File: src/rtl/cfg_wr_pkg.sv
package cfg_wr_pkg;
  localparam int ADDR_W    = 4;
  localparam int DATA_W    = 8;
  localparam int CMD_W     = 3;
  localparam logic [CMD_W-1:0] CMD_WRITE = 3'b001;
  localparam int ADDR_LSB  = 2;
  localparam int DATA_LSB  = ADDR_LSB + ADDR_W;
  localparam int CMD_LSB   = DATA_LSB + DATA_W;
  localparam int PAR_POS   = CMD_LSB + CMD_W;
  localparam int FRAME_LEN = PAR_POS + 1;
  localparam int CNT_W     = $clog2(FRAME_LEN);
  localparam int NREG      = 1 << ADDR_W;

  typedef struct packed {
    logic [ADDR_W-1:0] addr;
    logic [DATA_W-1:0] data;
  } wr_req_t;
endpackage

File: src/rtl/cfg_gap_timer.sv
module cfg_gap_timer #(
  parameter int GAP_W = 8
) (
  input  logic             clk_i,
  input  logic             rst_ni,
  input  logic             busy_i,
  input  logic             bit_vld_i,
  input  logic [GAP_W-1:0] lim_i,
  output logic             timeout_o
);
  logic [GAP_W-1:0] idle_q, idle_d;

  assign timeout_o = busy_i & ~bit_vld_i & (idle_q == lim_i);

  always_comb begin
    if (!busy_i || bit_vld_i || timeout_o) idle_d = '0;
    else                                   idle_d = idle_q + 1'b1;
  end

  always_ff @(posedge clk_i or negedge rst_ni) begin
    if (!rst_ni) idle_q <= '0;
    else         idle_q <= idle_d;
  end
endmodule

File: src/rtl/cfg_frame_rx.sv
module cfg_frame_rx
  import cfg_wr_pkg::*;
(
  input  logic    clk_i,
  input  logic    rst_ni,
  input  logic    bit_vld_i,
  input  logic    bit_val_i,
  input  logic    abort_i,
  output logic    busy_o,
  output logic    fin_o,
  output logic    good_o,
  output logic    start_err_o,
  output wr_req_t req_o
);
  logic [CNT_W-1:0]     cnt_q, cnt_d;
  logic [FRAME_LEN-1:0] sh_q;
  logic [FRAME_LEN-1:0] full;
  logic                 at_first, at_second, at_last;

  assign at_first  = (cnt_q == CNT_W'(0));
  assign at_second = (cnt_q == CNT_W'(1));
  assign at_last   = (cnt_q == CNT_W'(FRAME_LEN - 1));

  // frame as it stands once the current bit is included, index = arrival position
  assign full = {bit_val_i, sh_q[FRAME_LEN-1:1]};

  assign busy_o      = ~at_first;
  assign fin_o       = bit_vld_i & at_last;
  assign start_err_o = bit_vld_i & ((at_first & ~bit_val_i) | (at_second & bit_val_i));
  assign good_o      = ~(^full) & (full[CMD_LSB +: CMD_W] == CMD_WRITE);
  assign req_o.addr  = full[ADDR_LSB +: ADDR_W];
  assign req_o.data  = full[DATA_LSB +: DATA_W];

  always_comb begin
    cnt_d = cnt_q;
    if (abort_i) begin
      cnt_d = '0;
    end else if (bit_vld_i) begin
      if (start_err_o || at_last) cnt_d = '0;
      else                        cnt_d = cnt_q + 1'b1;
    end
  end

  always_ff @(posedge clk_i or negedge rst_ni) begin
    if (!rst_ni) begin
      cnt_q <= '0;
      sh_q  <= '0;
    end else begin
      cnt_q <= cnt_d;
      if (bit_vld_i) sh_q <= full;
    end
  end
endmodule

File: src/rtl/cfg_reg_file.sv
module cfg_reg_file
  import cfg_wr_pkg::*;
(
  input  logic                   clk_i,
  input  logic                   rst_ni,
  input  logic                   we_i,
  input  wr_req_t                req_i,
  output logic [NREG*DATA_W-1:0] regs_o
);
  for (genvar g = 0; g < NREG; g++) begin : g_reg
    logic [DATA_W-1:0] q;
    always_ff @(posedge clk_i or negedge rst_ni) begin
      if (!rst_ni)                                     q <= '0;
      else if (we_i && (req_i.addr == ADDR_W'(g)))     q <= req_i.data;
    end
    assign regs_o[g*DATA_W +: DATA_W] = q;
  end
endmodule

File: src/rtl/cfg_wr_rx.sv
module cfg_wr_rx
  import cfg_wr_pkg::*;
#(
  parameter int GAP_W = 8
) (
  input  logic                   clk_i,
  input  logic                   rst_ni,
  input  logic                   bit_vld_i,
  input  logic                   bit_val_i,
  input  logic                   lock_i,
  input  logic [GAP_W-1:0]       gap_lim_i,
  output logic                   ack_o,
  output logic [ADDR_W-1:0]      ack_addr_o,
  output logic                   err_o,
  output logic [NREG*DATA_W-1:0] reg_q_o
);
  logic    busy, timeout, fin, good, start_err, we;
  wr_req_t req;

  cfg_gap_timer #(.GAP_W(GAP_W)) gap_i (
    .clk_i     (clk_i),
    .rst_ni    (rst_ni),
    .busy_i    (busy),
    .bit_vld_i (bit_vld_i),
    .lim_i     (gap_lim_i),
    .timeout_o (timeout)
  );

  cfg_frame_rx frm_i (
    .clk_i       (clk_i),
    .rst_ni      (rst_ni),
    .bit_vld_i   (bit_vld_i),
    .bit_val_i   (bit_val_i),
    .abort_i     (timeout),
    .busy_o      (busy),
    .fin_o       (fin),
    .good_o      (good),
    .start_err_o (start_err),
    .req_o       (req)
  );

  // locked writes vanish: no write, no ack, no error
  assign we = fin & good & ~lock_i;

  cfg_reg_file rf_i (
    .clk_i  (clk_i),
    .rst_ni (rst_ni),
    .we_i   (we),
    .req_i  (req),
    .regs_o (reg_q_o)
  );

  always_ff @(posedge clk_i or negedge rst_ni) begin
    if (!rst_ni) begin
      ack_o      <= 1'b0;
      ack_addr_o <= '0;
      err_o      <= 1'b0;
    end else begin
      ack_o <= we;
      err_o <= start_err | (fin & ~good);
      if (we) ack_addr_o <= req.addr;
    end
  end
endmodule

File: config.mk
export PLATFORM = sky130hd
export DESIGN_NAME = cfg_wr_rx
export DESIGN_NICKNAME = d
export VERILOG_FILES = /design/src/rtl/cfg_wr_pkg.sv /design/src/rtl/cfg_gap_timer.sv /design/src/rtl/cfg_frame_rx.sv /design/src/rtl/cfg_reg_file.sv /design/src/rtl/cfg_wr_rx.sv
export SDC_FILE = /design/constraint.sdc
export NUM_CORES = 1
export LEC_CHECK = 0
export ABC_AREA = 1
export BUFFER_PORTS_ARGS = -buffer_cell sky130_fd_sc_hd__buf_4
export CORE_AREA = 2 2 126 128
export DETAILED_ROUTE_END_ITERATION = 8
export DIE_AREA = 0 0 128 130
export PLACE_DENSITY_LB_ADDON = 0.1
export SLEW_MARGIN = 0
export SYNTH_ARGS = -nofsm -noshare
export SYNTH_HDL_FRONTEND = slang
export SYNTH_SLANG_ARGS = --single-unit
File: constraint.sdc
create_clock -name clk_i -period 2.35 [get_ports clk_i]
set_clock_uncertainty 0.15 [all_clocks]
set_input_delay 0.3525 -clock clk_i [delete_from_list [all_inputs] [get_ports clk_i]]
set_output_delay 0.3525 -clock clk_i [all_outputs]
set_load 0.02 [all_outputs]
==> tab_implementation.tex <==
\begin{tabular}{lr}
\hline
Metric & Value \\
\hline
\multicolumn{2}{l}{\textbf{Outcome}} \\
Outcome & finished, final reports clean \\
\multicolumn{2}{l}{\textbf{Global routing}} \\
GR Util All Layers & about a quarter \\
Number of antenna violations at the first check in global routing & 0 \\
Overflow left after global routing & 0 \\
Maximum number of pins on one net before global-route repair & 55 \\
Via count of the first global-routing pass & 6017 \\
Global-route wire length before repair & 30330 um \\
\multicolumn{2}{l}{\textbf{Worst setup path}} \\
Data required, critical path & 2.52 ns \\
Largest driver fanout on the critical path & 8 \\
Type of the worst setup path & reg -> reg \\
Reg-to-Reg Start & frm\_i.sh\_q[15]\$\_DFFE\_PN0P\_ \\
Critical path endpoint category & register \\
Reg2reg setup slack & 0.05 ns \\
CP Launch Type & register \\
Crit Reg-Reg Endpoint & rf\_i.g\_reg[13].q[6]\$\_DFFE\_PN0P\_ \\
CP Launch Point & frm\_i.sh\_q[15]\$\_DFFE\_PN0P\_ \\
Arrival time of the worst setup path & 2.48 ns \\
Critical path destination & rf\_i.g\_reg[13].q[6]\$\_DFFE\_PN0P\_ \\
Worst r2r path cells & 13 \\
\multicolumn{2}{l}{\textbf{Power and ir drop}} \\
Leakage power of the design & 0.006847 uW \\
PD cells & 733.7 nW/um2 \\
Peak supply drop & between 0.5 and 0.6 mV \\
\multicolumn{2}{l}{\textbf{Routing}} \\
Vias post-DR & 6781 \\
Mean routed wirelength per cell & 13.33 um \\
Wire length reported by the detailed router & 19780 um \\
Via density per instance & 4.569 \\
Post-route antenna net violation count & 0 \\
Violation count after the first detailed-routing iteration & 504 \\
Pre-antenna DRT Iters & 5 \\
Drc violations & 0 \\
\multicolumn{2}{l}{\textbf{Cells and area}} \\
Ant diodes & 0 \\
Area of all placed cells without fillers & 10560 um2 \\
Share of final-layout standard cells stronger than drive strength 1 & 21.36\% \\
Multi-input gate area in the final layout & 2927 um2 \\
Layout overhead on the synthesized area & 28.50\% \\
Net total in the final layout & 1305 \\
Fillers & approximately 1300 \\
Layout Utilization & 68.43\% \\
Register cell area after layout & $\sim$4100 um2 \\
\multicolumn{2}{l}{\textbf{STA}} \\
Slew Limit Fails & 0 \\
Setup Viol. Count Final & 0 \\
Tightest Pin Transition & between 0.4 and 0.5 ns \\
Upper clock frequency limit & 434.2 MHz \\
Worst slew margin relative to its limit & between 70\% and 80\% \\
Worst Setup Slack, final & approximately 0.047 ns \\
Minimum clock period & 2.303 ns \\
Post-route clock period utilization & 98.01\% \\
Setup TNS & 0 ns \\
Setup repair after global routing missed its margin & yes \\
Final-layout worst hold slack & 0.04146 ns \\
Number of endpoints with negative hold slack in the final report & 0 \\
\multicolumn{2}{l}{\textbf{Synth}} \\
Portion of the post-synthesis area used by sequential elements & 49.96\% \\
Number of nets in the synthesized netlist & 1130 \\
Netlist area before placement & 8214 um2 \\
Most repeated cell in the gate-level netlist after synthesis & inv\_1 \\
Count of synthesis-stage warnings from yosys & 0 \\
Flop and latch count out of synthesis & between 150 and 200 \\
Cell type with the largest total area after synthesis & dfrtp\_1 \\
Number of library cell types mapped by synthesis & 27 \\
Most common flop cell mapped by yosys & dfrtp\_1 \\
Number of flops mapped to enable cells by yosys & 0 \\
Portion of synthesized cell area occupied by the leading cell type & 49.96\% \\
Most frequent cells after synthesis & 306 x inv\_1, 270 x nor2\_1, 223 x nand2\_1 \\
Gate count after technology mapping & 1104 \\
Top post-synthesis cells by area & dfrtp\_1 50\%, inv\_1 14\%, nor2\_1 12\% \\
Async SR Flop Fraction & between 90\% and 100\% \\
Post-synthesis average cell area & 7.440 um2 \\
\multicolumn{2}{l}{\textbf{CTS}} \\
Clock latency on the worst-skew pair & 0.43 ns \\
TritonCTS Buffers & 17 \\
Clock transition at the register clock pins on the worst setup and hold paths after CTS & 0.07 ns \\
Clock root cell & clkbuf\_16 \\
CTS tree & yes \\
Longest Clk Path Bufs & 2 \\
Deepest level of the CTS H-tree & 4 \\
Clock tree sinks & 164 \\
\multicolumn{2}{l}{\textbf{Min path}} \\
Class of the most critical hold timing path & in -> reg \\
\multicolumn{2}{l}{\textbf{Place}} \\
Post-placement setup slack & -0.08891 ns \\
Total cell area at the placement stage & 9528 um2 \\
Global placement routability congestion & around 0.83 \\
HPWL Detailed & 12330 um \\
Count of input and output buffers & 146 \\
\multicolumn{2}{l}{\textbf{Floorplan}} \\
Die Wd & approximately 130 um \\
I/O Pins & 147 \\
Placement row count & 46 \\
Die Area & 16640 um2 \\
Effective utilization at floorplan & 53.25\% \\
Core outline area & roughly 15000 um2 \\
Chip height & 130 um \\
\multicolumn{2}{l}{\textbf{Flow run}} \\
Max capacitance violation total & 0 \\
\hline
\end{tabular}
==> registers in the layout, summed over array words and instances, names as in the netlist <==
| name | cells |
|---|---|
| frm_i.sh_q | 17 |
| rf_i.g.q | 128 |
| err_o | 1 |
| ack_addr_o | 4 |
| ack_o | 1 |
| gap_i.idle_q | 8 |
| frm_i.cnt_q | 5 |
==> metrics by stage <==
step | instances | total power, uW
6_report | 1484 | 7744
3_3_place_gp | 1431 | 4260
4_1_cts | 1466 | 7231
3_5_place_dp | 1431 | 4279
2_1_floorplan | 1104 | 3952
5_1_grt | 1484 | 8085
==> cell families after synthesis <==
group | synth area share, %
AO/OA/AOI/OAI | 1.676
XOR/XNOR | 1.066
adder cells (fa/ha/maj) | 1.980
buffers and inverters | 17.32
flip-flops | 49.96
AND/OR/NAND/NOR | 28.00
==> what timing repair did <==
item,CTS,global route
gates cloned,2,4
setup buffers,0,14
pin swaps,2,16
gates resized for setup,3,54
hold buffers,1,0
hold endpoints to repair,38,0
endpoints found under the setup margin,110,134
==> layout make-up <==
type                       count  area share (%)
inverter                     306           10.91
clock buffer                  19           4.291
multi-input combinational    600           27.73
timing repair buffer         190           14.53
sequential                   164           38.88
clock inverter                13           1.387
tap                          192           2.276
==> cells in the final DEF (no fill, tap or decap), types with 3 or more instances in the layout <==
master and instances:
nand4_1 8, nor3_1 8, buf_4 175, ha_1 10, inv_6 5, ha_4 3
nor2_1 264, nand2_8 3, buf_12 6, inv_2 9, clkbuf_16 17, xnor2_1 8
nand3_2 4, nand2_2 7, nand3_1 12, o21ai_0 23, nand2_4 5, inv_1 296
dfrtp_1 164, nand4_4 10, nand2_1 212, buf_6 8, nor2_2 7
==> where the power goes <==
| part | internal [uW] | total, uW | switching (uW) |
|---|---|---|---|
| Combinational | 703 | 1840 | 1140 |
| Clock | 1640 | 2840 | 1210 |
| Sequential | 2940 | 3060 | 116 |
| Total | 5280 | 7740 | 2460 |
==> worst max-delay path: stages (launching register included) <==
cell     delay, ns
dfrtp_1       0.42
ha_4          0.29
nand2_2       0.07
nand2_2       0.08
nand3_2       0.11
nand2_2       0.11
nand2_4       0.07
nand2_4       0.08
nand2_8       0.09
nand2_8       0.09
nand4_1       0.23
buf_6         0.25
nor2_1        0.09
nor2_1        0.05
==> worst min-delay path by stage <==
stage / startpoint / end / slack (ns) / cells past startpoint
after floorplan: rst_ni / ack_addr_o[0]$_DFFE_PN0P_ / -0.09 / 0
after global placement: rst_ni / rf_i.g_reg[9].q[2]$_DFFE_PN0P_ / 0.15 / 1
after detailed placement: rst_ni / rf_i.g_reg[9].q[6]$_DFFE_PN0P_ / 0.15 / 1
after CTS: bit_val_i / frm_i.sh_q[17]$_DFFE_PN0P_ / 0.03 / 3
after global routing: bit_val_i / frm_i.sh_q[17]$_DFFE_PN0P_ / 0.06 / 3
final: bit_val_i / frm_i.sh_q[17]$_DFFE_PN0P_ / 0.04 / 3
==> per-layer routing <==
metal	up-vias	part of all wire (%)	GRT usage (%)
met2	176	46	36.55
met4	0	1.5	7.563
met3	25	5.4	4.961
met5	-	0	0
met1	3113	47	33.18
li1	3467	-	-
Note: power is estimated with default switching activity, not from simulation.
